**config.mk**
```make
export PLATFORM = sky130hd
export DESIGN_NAME = tile_addr_gen
export DESIGN_NICKNAME = d
export VERILOG_FILES = /design/src/rtl/tsag_pkg.sv /design/src/rtl/tsag_decode.sv /design/src/rtl/tsag_mul.sv /design/src/rtl/tile_addr_gen.sv
export SDC_FILE = /design/constraint.sdc
export NUM_CORES = 2
export LEC_CHECK = 0
export BUFFER_PORTS_ARGS = -buffer_cell sky130_fd_sc_hd__buf_2
export CELL_PAD_IN_SITES_DETAIL_PLACEMENT = 0
export CELL_PAD_IN_SITES_GLOBAL_PLACEMENT = 1
export CORE_ASPECT_RATIO = 1.25
export CORE_UTILIZATION = 45
export DETAILED_ROUTE_END_ITERATION = 10
export GPL_TIMING_DRIVEN = 0
export HOLD_SLACK_MARGIN = 0.1
export MAX_ROUTING_LAYER = met4
export PLACE_DENSITY = 0.82
export REMOVE_ABC_BUFFERS = 1
export SKIP_LAST_GASP = 1
export SLEW_MARGIN = 15
export SYNTH_ARGS = -nofsm -noshare
export SYNTH_HDL_FRONTEND = slang
export SYNTH_SLANG_ARGS = --single-unit
```
**constraint.sdc**
```tcl
create_clock -name clk -period 13.3 [get_ports clk]
set_input_delay 1.995 -clock clk [delete_from_list [all_inputs] [get_ports clk]]
set_output_delay 1.995 -clock clk [all_outputs]
set_load 0.005 [all_outputs]
```
**src/rtl/tsag_pkg.sv**
```systemverilog
package tsag_pkg;

   typedef enum logic [2:0] {
      ST_IDLE,
      ST_XC,
      ST_WC,
      ST_NN,
      ST_TY,
      ST_TZ,
      ST_FIN
   } seq_state_t;

   function automatic int unsigned max3(input int unsigned a, input int unsigned b,
                                        input int unsigned c);
      int unsigned m;
      m = (a > b) ? a : b;
      return (m > c) ? m : c;
   endfunction

endpackage

```
**src/rtl/tsag_decode.sv**
```systemverilog
module tsag_decode #(
   parameter int unsigned AW  = 40,
   parameter int unsigned SHW = 4,
   localparam int unsigned TMW = 3 * SHW,
   localparam int unsigned TSW = SHW + 2
) (
   input  logic [TMW-1:0] tm_i,
   output logic [SHW-1:0] tp_o,
   output logic [SHW-1:0] th_o,
   output logic [SHW-1:0] td_o,
   output logic [TSW-1:0] tph_o,
   output logic [TSW-1:0] ts_o,
   output logic [AW-1:0]  mask_p_o,
   output logic [AW-1:0]  mask_h_o,
   output logic [AW-1:0]  mask_d_o
);

   localparam logic [AW-1:0] ONE = {{(AW-1){1'b0}}, 1'b1};

   always_comb begin
      tp_o     = tm_i[SHW-1:0];
      th_o     = tm_i[2*SHW-1:SHW];
      td_o     = tm_i[3*SHW-1:2*SHW];
      tph_o    = TSW'(tp_o) + TSW'(th_o);
      ts_o     = tph_o + TSW'(td_o);
      mask_p_o = (ONE << tp_o) - ONE;
      mask_h_o = (ONE << th_o) - ONE;
      mask_d_o = (ONE << td_o) - ONE;
   end

endmodule

```
**src/rtl/tsag_mul.sv**
```systemverilog
module tsag_mul #(
   parameter int unsigned AW   = 40,
   parameter int unsigned MBW  = 13,
   parameter int unsigned STEP = 1
) (
   input  logic           clk,
   input  logic           rst_n,
   input  logic           start_i,
   input  logic [AW-1:0]  a_i,
   input  logic [MBW-1:0] b_i,
   output logic           busy_o,
   output logic           done_o,
   output logic [AW-1:0]  prod_o
);

   logic [AW-1:0]  acc_q, a_q, acc_n, a_n;
   logic [MBW-1:0] b_q, b_n;
   logic           run_q;

   initial begin
      assert (STEP == 1 || STEP == 2) else $error("tsag_mul: STEP must be 1 or 2");
      assert (MBW >= 2) else $error("tsag_mul: MBW too small");
   end

   generate
      if (STEP == 2) begin : g_radix4
         always_comb begin
            acc_n = acc_q + (b_q[0] ? a_q : '0) + (b_q[1] ? (a_q << 1) : '0);
            a_n   = a_q << 2;
            b_n   = b_q >> 2;
         end
      end else begin : g_radix2
         always_comb begin
            acc_n = acc_q + (b_q[0] ? a_q : '0);
            a_n   = a_q << 1;
            b_n   = b_q >> 1;
         end
      end
   endgenerate

   always_ff @(posedge clk) begin
      if (!rst_n) begin
         acc_q  <= '0;
         a_q    <= '0;
         b_q    <= '0;
         run_q  <= 1'b0;
         done_o <= 1'b0;
      end else begin
         done_o <= 1'b0;
         if (start_i && !run_q) begin
            acc_q <= '0;
            a_q   <= a_i;
            b_q   <= b_i;
            run_q <= 1'b1;
         end else if (run_q) begin
            if (b_q == '0) begin
               run_q  <= 1'b0;
               done_o <= 1'b1;
            end else begin
               acc_q <= acc_n;
               a_q   <= a_n;
               b_q   <= b_n;
            end
         end
      end
   end

   assign busy_o = run_q;
   assign prod_o = acc_q;


   mul_done_run_chk: assert property (@(posedge clk) disable iff (!rst_n)
      done_o |-> $past(run_q) && !run_q);

endmodule

```
**src/rtl/tile_addr_gen.sv**
```systemverilog
module tile_addr_gen #(
   parameter int unsigned AW   = 40,
   parameter int unsigned OW   = 32,
   parameter int unsigned SHW  = 4,
   parameter int unsigned XW   = 19,
   parameter int unsigned YW   = 13,
   parameter int unsigned ZW   = 12,
   parameter int unsigned CW   = 5,
   parameter int unsigned STEP = 1,
   localparam int unsigned TMW = 3 * SHW,
   localparam int unsigned TSW = SHW + 2
) (
   input  logic           clk,
   input  logic           rst_n,
   input  logic           start_i,
   input  logic [TMW-1:0] tile_mode_i,
   input  logic [XW-1:0]  width_i,
   input  logic [YW-1:0]  height_i,
   input  logic [CW-1:0]  cpp_i,
   input  logic [XW-1:0]  x_i,
   input  logic [YW-1:0]  y_i,
   input  logic [ZW-1:0]  z_i,
   input  logic [AW-1:0]  base_i,
   output logic           busy_o,
   output logic           done_o,
   output logic [AW-1:0]  addr_o,
   output logic [OW-1:0]  pitch_o,
   output logic [OW-1:0]  ytile_o,
   output logic [OW-1:0]  yzsize_o
);
   import tsag_pkg::*;

   localparam int unsigned MBW    = max3(CW, YW, ZW);
   localparam int unsigned YT_POS = 12;
   localparam logic [OW-1:0] ONE_O = {{(OW-1){1'b0}}, 1'b1};

   initial begin
      assert (AW >= OW) else $error("tile_addr_gen: AW must cover OW");
      assert (OW > YT_POS + 1) else $error("tile_addr_gen: OW too narrow for descriptor");
      assert (XW + CW < AW) else $error("tile_addr_gen: x*cpp exceeds AW");
   end

   seq_state_t     state_q;
   logic           kick_q;
   logic [TMW-1:0] tm_q;
   logic [XW-1:0]  w_q, x_q;
   logic [YW-1:0]  h_q, y_q;
   logic [ZW-1:0]  z_q;
   logic [CW-1:0]  cpp_q;
   logic [AW-1:0]  base_q;
   logic [AW-1:0]  xc_q, wc_q, nn_q, tyn_q, tzn_q;

   logic [SHW-1:0] tp, th, td;
   logic [TSW-1:0] tph, ts;
   logic [AW-1:0]  mask_p, mask_h, mask_d;

   logic [AW-1:0]  ntx, nty, tx, txo;
   logic [YW-1:0]  ty, tyo;
   logic [ZW-1:0]  tz, tzo;
   logic [AW-1:0]  offset, pitch_full;
   logic [OW-1:0]  th_pow, ytile_n, yz_n;

   logic [AW-1:0]  m_a, m_prod;
   logic [MBW-1:0] m_b;
   logic           m_busy, m_done;

   tsag_decode #(.AW(AW), .SHW(SHW)) u_decode (
      .tm_i     (tm_q),
      .tp_o     (tp),
      .th_o     (th),
      .td_o     (td),
      .tph_o    (tph),
      .ts_o     (ts),
      .mask_p_o (mask_p),
      .mask_h_o (mask_h),
      .mask_d_o (mask_d)
   );

   tsag_mul #(.AW(AW), .MBW(MBW), .STEP(STEP)) u_mul (
      .clk     (clk),
      .rst_n   (rst_n),
      .start_i (kick_q),
      .a_i     (m_a),
      .b_i     (m_b),
      .busy_o  (m_busy),
      .done_o  (m_done),
      .prod_o  (m_prod)
   );

   // tile counts, tile indices and intra-tile remainders
   always_comb begin
      ntx    = (wc_q + mask_p) >> tp;
      nty    = (AW'(h_q) + mask_h) >> th;
      tx     = xc_q >> tp;
      txo    = xc_q & mask_p;
      ty     = y_q >> th;
      tyo    = y_q & YW'(mask_h);
      tz     = z_q >> td;
      tzo    = z_q & ZW'(mask_d);
      offset = ((tzn_q + tyn_q + tx) << ts)
             + (AW'(tzo) << tph)
             + (AW'(tyo) << tp)
             + txo;
      pitch_full = (ntx - AW'(1)) << ts;
      th_pow  = ONE_O << th;
      ytile_n = (th_pow << YT_POS) | (th_pow - OW'(tyo));
      yz_n    = (th_pow >> 2) << td;
   end

   // operand selection for the shared multiplier
   always_comb begin
      m_a = '0;
      m_b = '0;
      unique case (state_q)
         ST_XC: begin m_a = AW'(x_q); m_b = MBW'(cpp_q); end
         ST_WC: begin m_a = AW'(w_q); m_b = MBW'(cpp_q); end
         ST_NN: begin m_a = ntx;      m_b = MBW'(nty);   end
         ST_TY: begin m_a = ntx;      m_b = MBW'(ty);    end
         ST_TZ: begin m_a = nn_q;     m_b = MBW'(tz);    end
         default: begin m_a = '0;     m_b = '0;          end
      endcase
   end

   always_ff @(posedge clk) begin
      if (!rst_n) begin
         state_q  <= ST_IDLE;
         kick_q   <= 1'b0;
         done_o   <= 1'b0;
         tm_q     <= '0;
         w_q      <= '0;
         x_q      <= '0;
         h_q      <= '0;
         y_q      <= '0;
         z_q      <= '0;
         cpp_q    <= '0;
         base_q   <= '0;
         xc_q     <= '0;
         wc_q     <= '0;
         nn_q     <= '0;
         tyn_q    <= '0;
         tzn_q    <= '0;
         addr_o   <= '0;
         pitch_o  <= '0;
         ytile_o  <= '0;
         yzsize_o <= '0;
      end else begin
         done_o <= 1'b0;
         kick_q <= 1'b0;
         unique case (state_q)
            ST_IDLE: if (start_i) begin
               tm_q    <= tile_mode_i;
               w_q     <= width_i;
               h_q     <= height_i;
               cpp_q   <= cpp_i;
               x_q     <= x_i;
               y_q     <= y_i;
               z_q     <= z_i;
               base_q  <= base_i;
               kick_q  <= 1'b1;
               state_q <= ST_XC;
            end
            ST_XC: if (m_done) begin
               xc_q    <= m_prod;
               kick_q  <= 1'b1;
               state_q <= ST_WC;
            end
            ST_WC: if (m_done) begin
               wc_q    <= m_prod;
               kick_q  <= 1'b1;
               state_q <= ST_NN;
            end
            ST_NN: if (m_done) begin
               nn_q    <= m_prod;
               kick_q  <= 1'b1;
               state_q <= ST_TY;
            end
            ST_TY: if (m_done) begin
               tyn_q   <= m_prod;
               kick_q  <= 1'b1;
               state_q <= ST_TZ;
            end
            ST_TZ: if (m_done) begin
               tzn_q   <= m_prod;
               state_q <= ST_FIN;
            end
            ST_FIN: begin
               addr_o   <= base_q + offset;
               pitch_o  <= pitch_full[OW-1:0];
               ytile_o  <= ytile_n;
               yzsize_o <= yz_n;
               done_o   <= 1'b1;
               state_q  <= ST_IDLE;
            end
            default: state_q <= ST_IDLE;
         endcase
      end
   end

   assign busy_o = (state_q != ST_IDLE);


   ign_start_chk: assert property (@(posedge clk) disable iff (!rst_n)
      (busy_o && start_i) |=> $stable(tm_q) && $stable(base_q) && $stable(x_q));


   done_pulse_chk: assert property (@(posedge clk) disable iff (!rst_n)
      done_o |=> !done_o);


   done_idle_chk: assert property (@(posedge clk) disable iff (!rst_n)
      done_o |-> !busy_o);


   out_hold_chk: assert property (@(posedge clk) disable iff (!rst_n)
      (state_q != ST_FIN) |=> $stable(addr_o) && $stable(pitch_o)
                              && $stable(ytile_o) && $stable(yzsize_o));


   mul_free_chk: assert property (@(posedge clk) disable iff (!rst_n)
      kick_q |-> !m_busy);

endmodule

```
==> impl_metrics.tcl <==
set metrics [dict create \
    critPathMostFrequentCell "fa_1" \
    final_layout_size_suffix_gt1_share_pct 10.3 \
    rsz0062_at_grt "false" \
    die_h_um 367 \
    r2r-end "addr_o[39]" \
    seq_area_frac_synth_pct 23.6 \
    synth_top_flop_cell "dfxtp_1" \
    holdPathEnd "addr_o[25]" \
    wl_per_cell_um 24.4 \
    viasPerCell 6.27 \
    use_met2_pct 58.6 \
    post-cts-setup-buffers 0 \
    cts.path.max_buffers 3 \
    grt-ovfl-total 0 \
    synth_top_cell_area_share_pct 23.6 \
    path_class "reg -> reg" \
    ys_seq_elements 566 \
    cp.arrival_ps 12180 \
    fmaxAchievable_ghz 0.0859 \
    final_core_util_pct 50.7 \
    numCtsBuffers 68 \
    ant_nets 0 \
    min_period_ps 11650 \
    dpl.cell_count 7916 \
    core_region_area_sq_um 105000 \
    p_leak_nw 21.5 \
    cts_sinks 566 \
    totalWireLength_um 196000 \
    clk_pin_slew_ps 60 \
    outcome "complete, no violations" \
    ys_async_sr_fraction_pct 0 \
    crit_required_ps 13840 \
    ys_types 113 \
    h-tree-depth 3 \
    power_w 0.00616 \
    area_growth_pct 11.5 \
    critPathLaunchType "flop" \
    slowest_delay_ps 860 \
    finalMaxSlewViolations 0 \
    die_area_sq_um 108000 \
    synth_area_leaders "dfxtp_1, nand2_1, a21oi_1, fa_1, ha_1" \
    crit_slowest_cell "nor2_1" \
    worstPathMaxFanout 60 \
    io_pins 274 \
    min_from "addr_o[25]" \
    tightest_slew_ps 1200 \
    grt_pass1_wl_um 293000 \
    drt-pass1-iter-count 7 \
    synth_cells 6596 \
    finalCritPeriodShare_pct 87.6 \
    cts_tree "done" \
    vias 50397 \
    synth_area_sq_um 47900 \
    slew_headroom_pct 19.6 \
    reg2reg_depth 37 \
    reg2reg_slack_ps 1650 \
    hold-worst-slack_ps 446 \
    hold_depth 2 \
    synth_edf_count 0 \
    timing.setup.tns_ps 0 \
    drc 0 \
    track_usage_pct 36.5 \
    gr-usage-met3_pct 5.15 \
    avgSynthCellArea_sq_um 7.27 \
    cts.repair.resized 0 \
    endpoint_kind "flop" \
    power.density_nw_per_um2 115 \
    final_common_cell "nand2_1" \
    ir_drop_v 0.0000969 \
    insertion_delay_ps 690 \
    cap_violations 0 \
    grt_max_degree 127 \
    ys_warn_count 0 \
    die_w_um 294 \
    antenna_found_initial 4 \
    rows 133 \
    num-nets-final 7058 \
    fin_cells 8042 \
    yosysTopAreaCell "dfxtp_1" \
    final_hold_viol_count 0 \
    drtIter0Drc 4995 \
    fin_skew_ps 24.4 \
    start_util_pct 45.5 \
    busiest_layer "met2" \
    cts_root_buf "clkbuf_16" \
    hold_path.class "reg -> reg" \
    numPortBuffers 270 \
    dp_hpwl_um 150000 \
    routabilityCongestion 0.995 \
    cts_hold_buffers 0 \
    layout_common_cells "nand2_1, a21oi_1, dfxtp_1, nor2_1, o21ai_0" \
    grt_use_met1_pct 44.1 \
    r2r_start "tm_q[0]" \
    grt_pass1_vias 47556 \
    setup_viol 0 \
]
[stage by stage]
| stage | cell area, sq um | setup slack [ps] |
|---|---|---|
| 6_report | 53400 | 1650 |
| 2_1_floorplan | 46200 | 141 |
| 4_1_cts | 53400 | 1810 |
| 5_1_grt | 53400 | 1060 |
| 3_3_place_gp | 49400 | -9390 |
| 3_5_place_dp | 51100 | 1800 |
[power breakdown]
part           total [W]  switching, W  internal, W
logic            0.00238       0.00153     0.000854
registers        0.00181     0.0000687      0.00175
clock network    0.00196      0.000814      0.00115
total            0.00616       0.00241      0.00375
[worst max-delay path, delay by kind of cell, from the launching register on]
family,cells,cell delay [ps]
buffers and inverters,7,1290
XOR/XNOR,4,1890
adder cells (fa/ha/maj),8,3320
AND/OR/NAND/NOR,7,2290
AO/OA/AOI/OAI,11,2250
flip-flops,1,350
[final cells by class]
type,count,area (sq um)
diodes,5,12.5
clock buffers,95,2000
clock inverters,26,305
fillers,10618,51900
inverters,242,926
multi-input cells,5345,34300
flip-flops and latches,566,11400
well taps,1417,1770
repair buffers,346,2790
[registers in the layout (all words and copies together) (netlist names), 3 cells and up]
signal	count
ytile_o	32
xc_q	40
u_mul.a_q	40
h_q	13
u_mul.prod_o	40
state_q	3
w_q	19
yzsize_o	29
cpp_q	5
y_q	13
x_q	19
nn_q	40
u_mul.b_q	13
wc_q	40
tzn_q	40
base_q	40
z_q	12
addr_o	40
tyn_q	40
pitch_o	32
tm_q	12
[kinds of logic (layout without fill, tap and decap cells)]
kind of cell | count (synthesis) | after routing | share of synthesized area [%]
adders and majority gates | 353 | 353 | 11.6
AOI/OAI and AO/OA | 2031 | 2031 | 26.6
xor gates and xnor gates | 165 | 165 | 3.03
buffers and inverters | 706 | 709 | 5.61
and+or+nand+nor | 2549 | 2549 | 23.3
DFF | 566 | 566 | 23.6
other | 2 | 28 | 0.0157
muxes | 224 | 224 | 6.22
[metal layers]
| layer | vias up | wire [um] |
|---|---|---|
| li1 | 23380 | - |
| met1 | 24147 | 78500 |
| met2 | 2304 | 90900 |
| met3 | 566 | 14900 |
| met4 | 0 | 11900 |
| met5 | - | 0 |
[worst max path at each step]
stage,start,endpoint,slack [ps]
global route,tm_q[0],addr_o[39],1060
finish,tm_q[0],addr_o[39],1650
CTS,tm_q[0],addr_o[39],1810
floorplan,tm_q[0],addr_o[35],140
detailed placement,tm_q[0],addr_o[39],1800
global placement,rst_n,pitch_o[20],-9390
[Yosys cell counts, types with 40 or more instances]
cell type,number
a21oi_1,799
clkbuf_1,383
and3_1,50
ha_1,202
fa_1,151
o211ai_1,58
nand2_1,1353
nor2b_1,48
xnor2_1,124
dfxtp_1,566
a31oi_1,77
and2_1,92
o21ai_0,373
inv_1,237
nor4_1,43
nand3_1,133
nor2_1,495
a21o_1,79
a22oi_1,57
a211oi_1,93
o21a_1,42
buf_1,65
nor3_1,137
xor2_1,40
mux2i_1,130
mux4_2,55
Power figures use the tool's default switching activity.
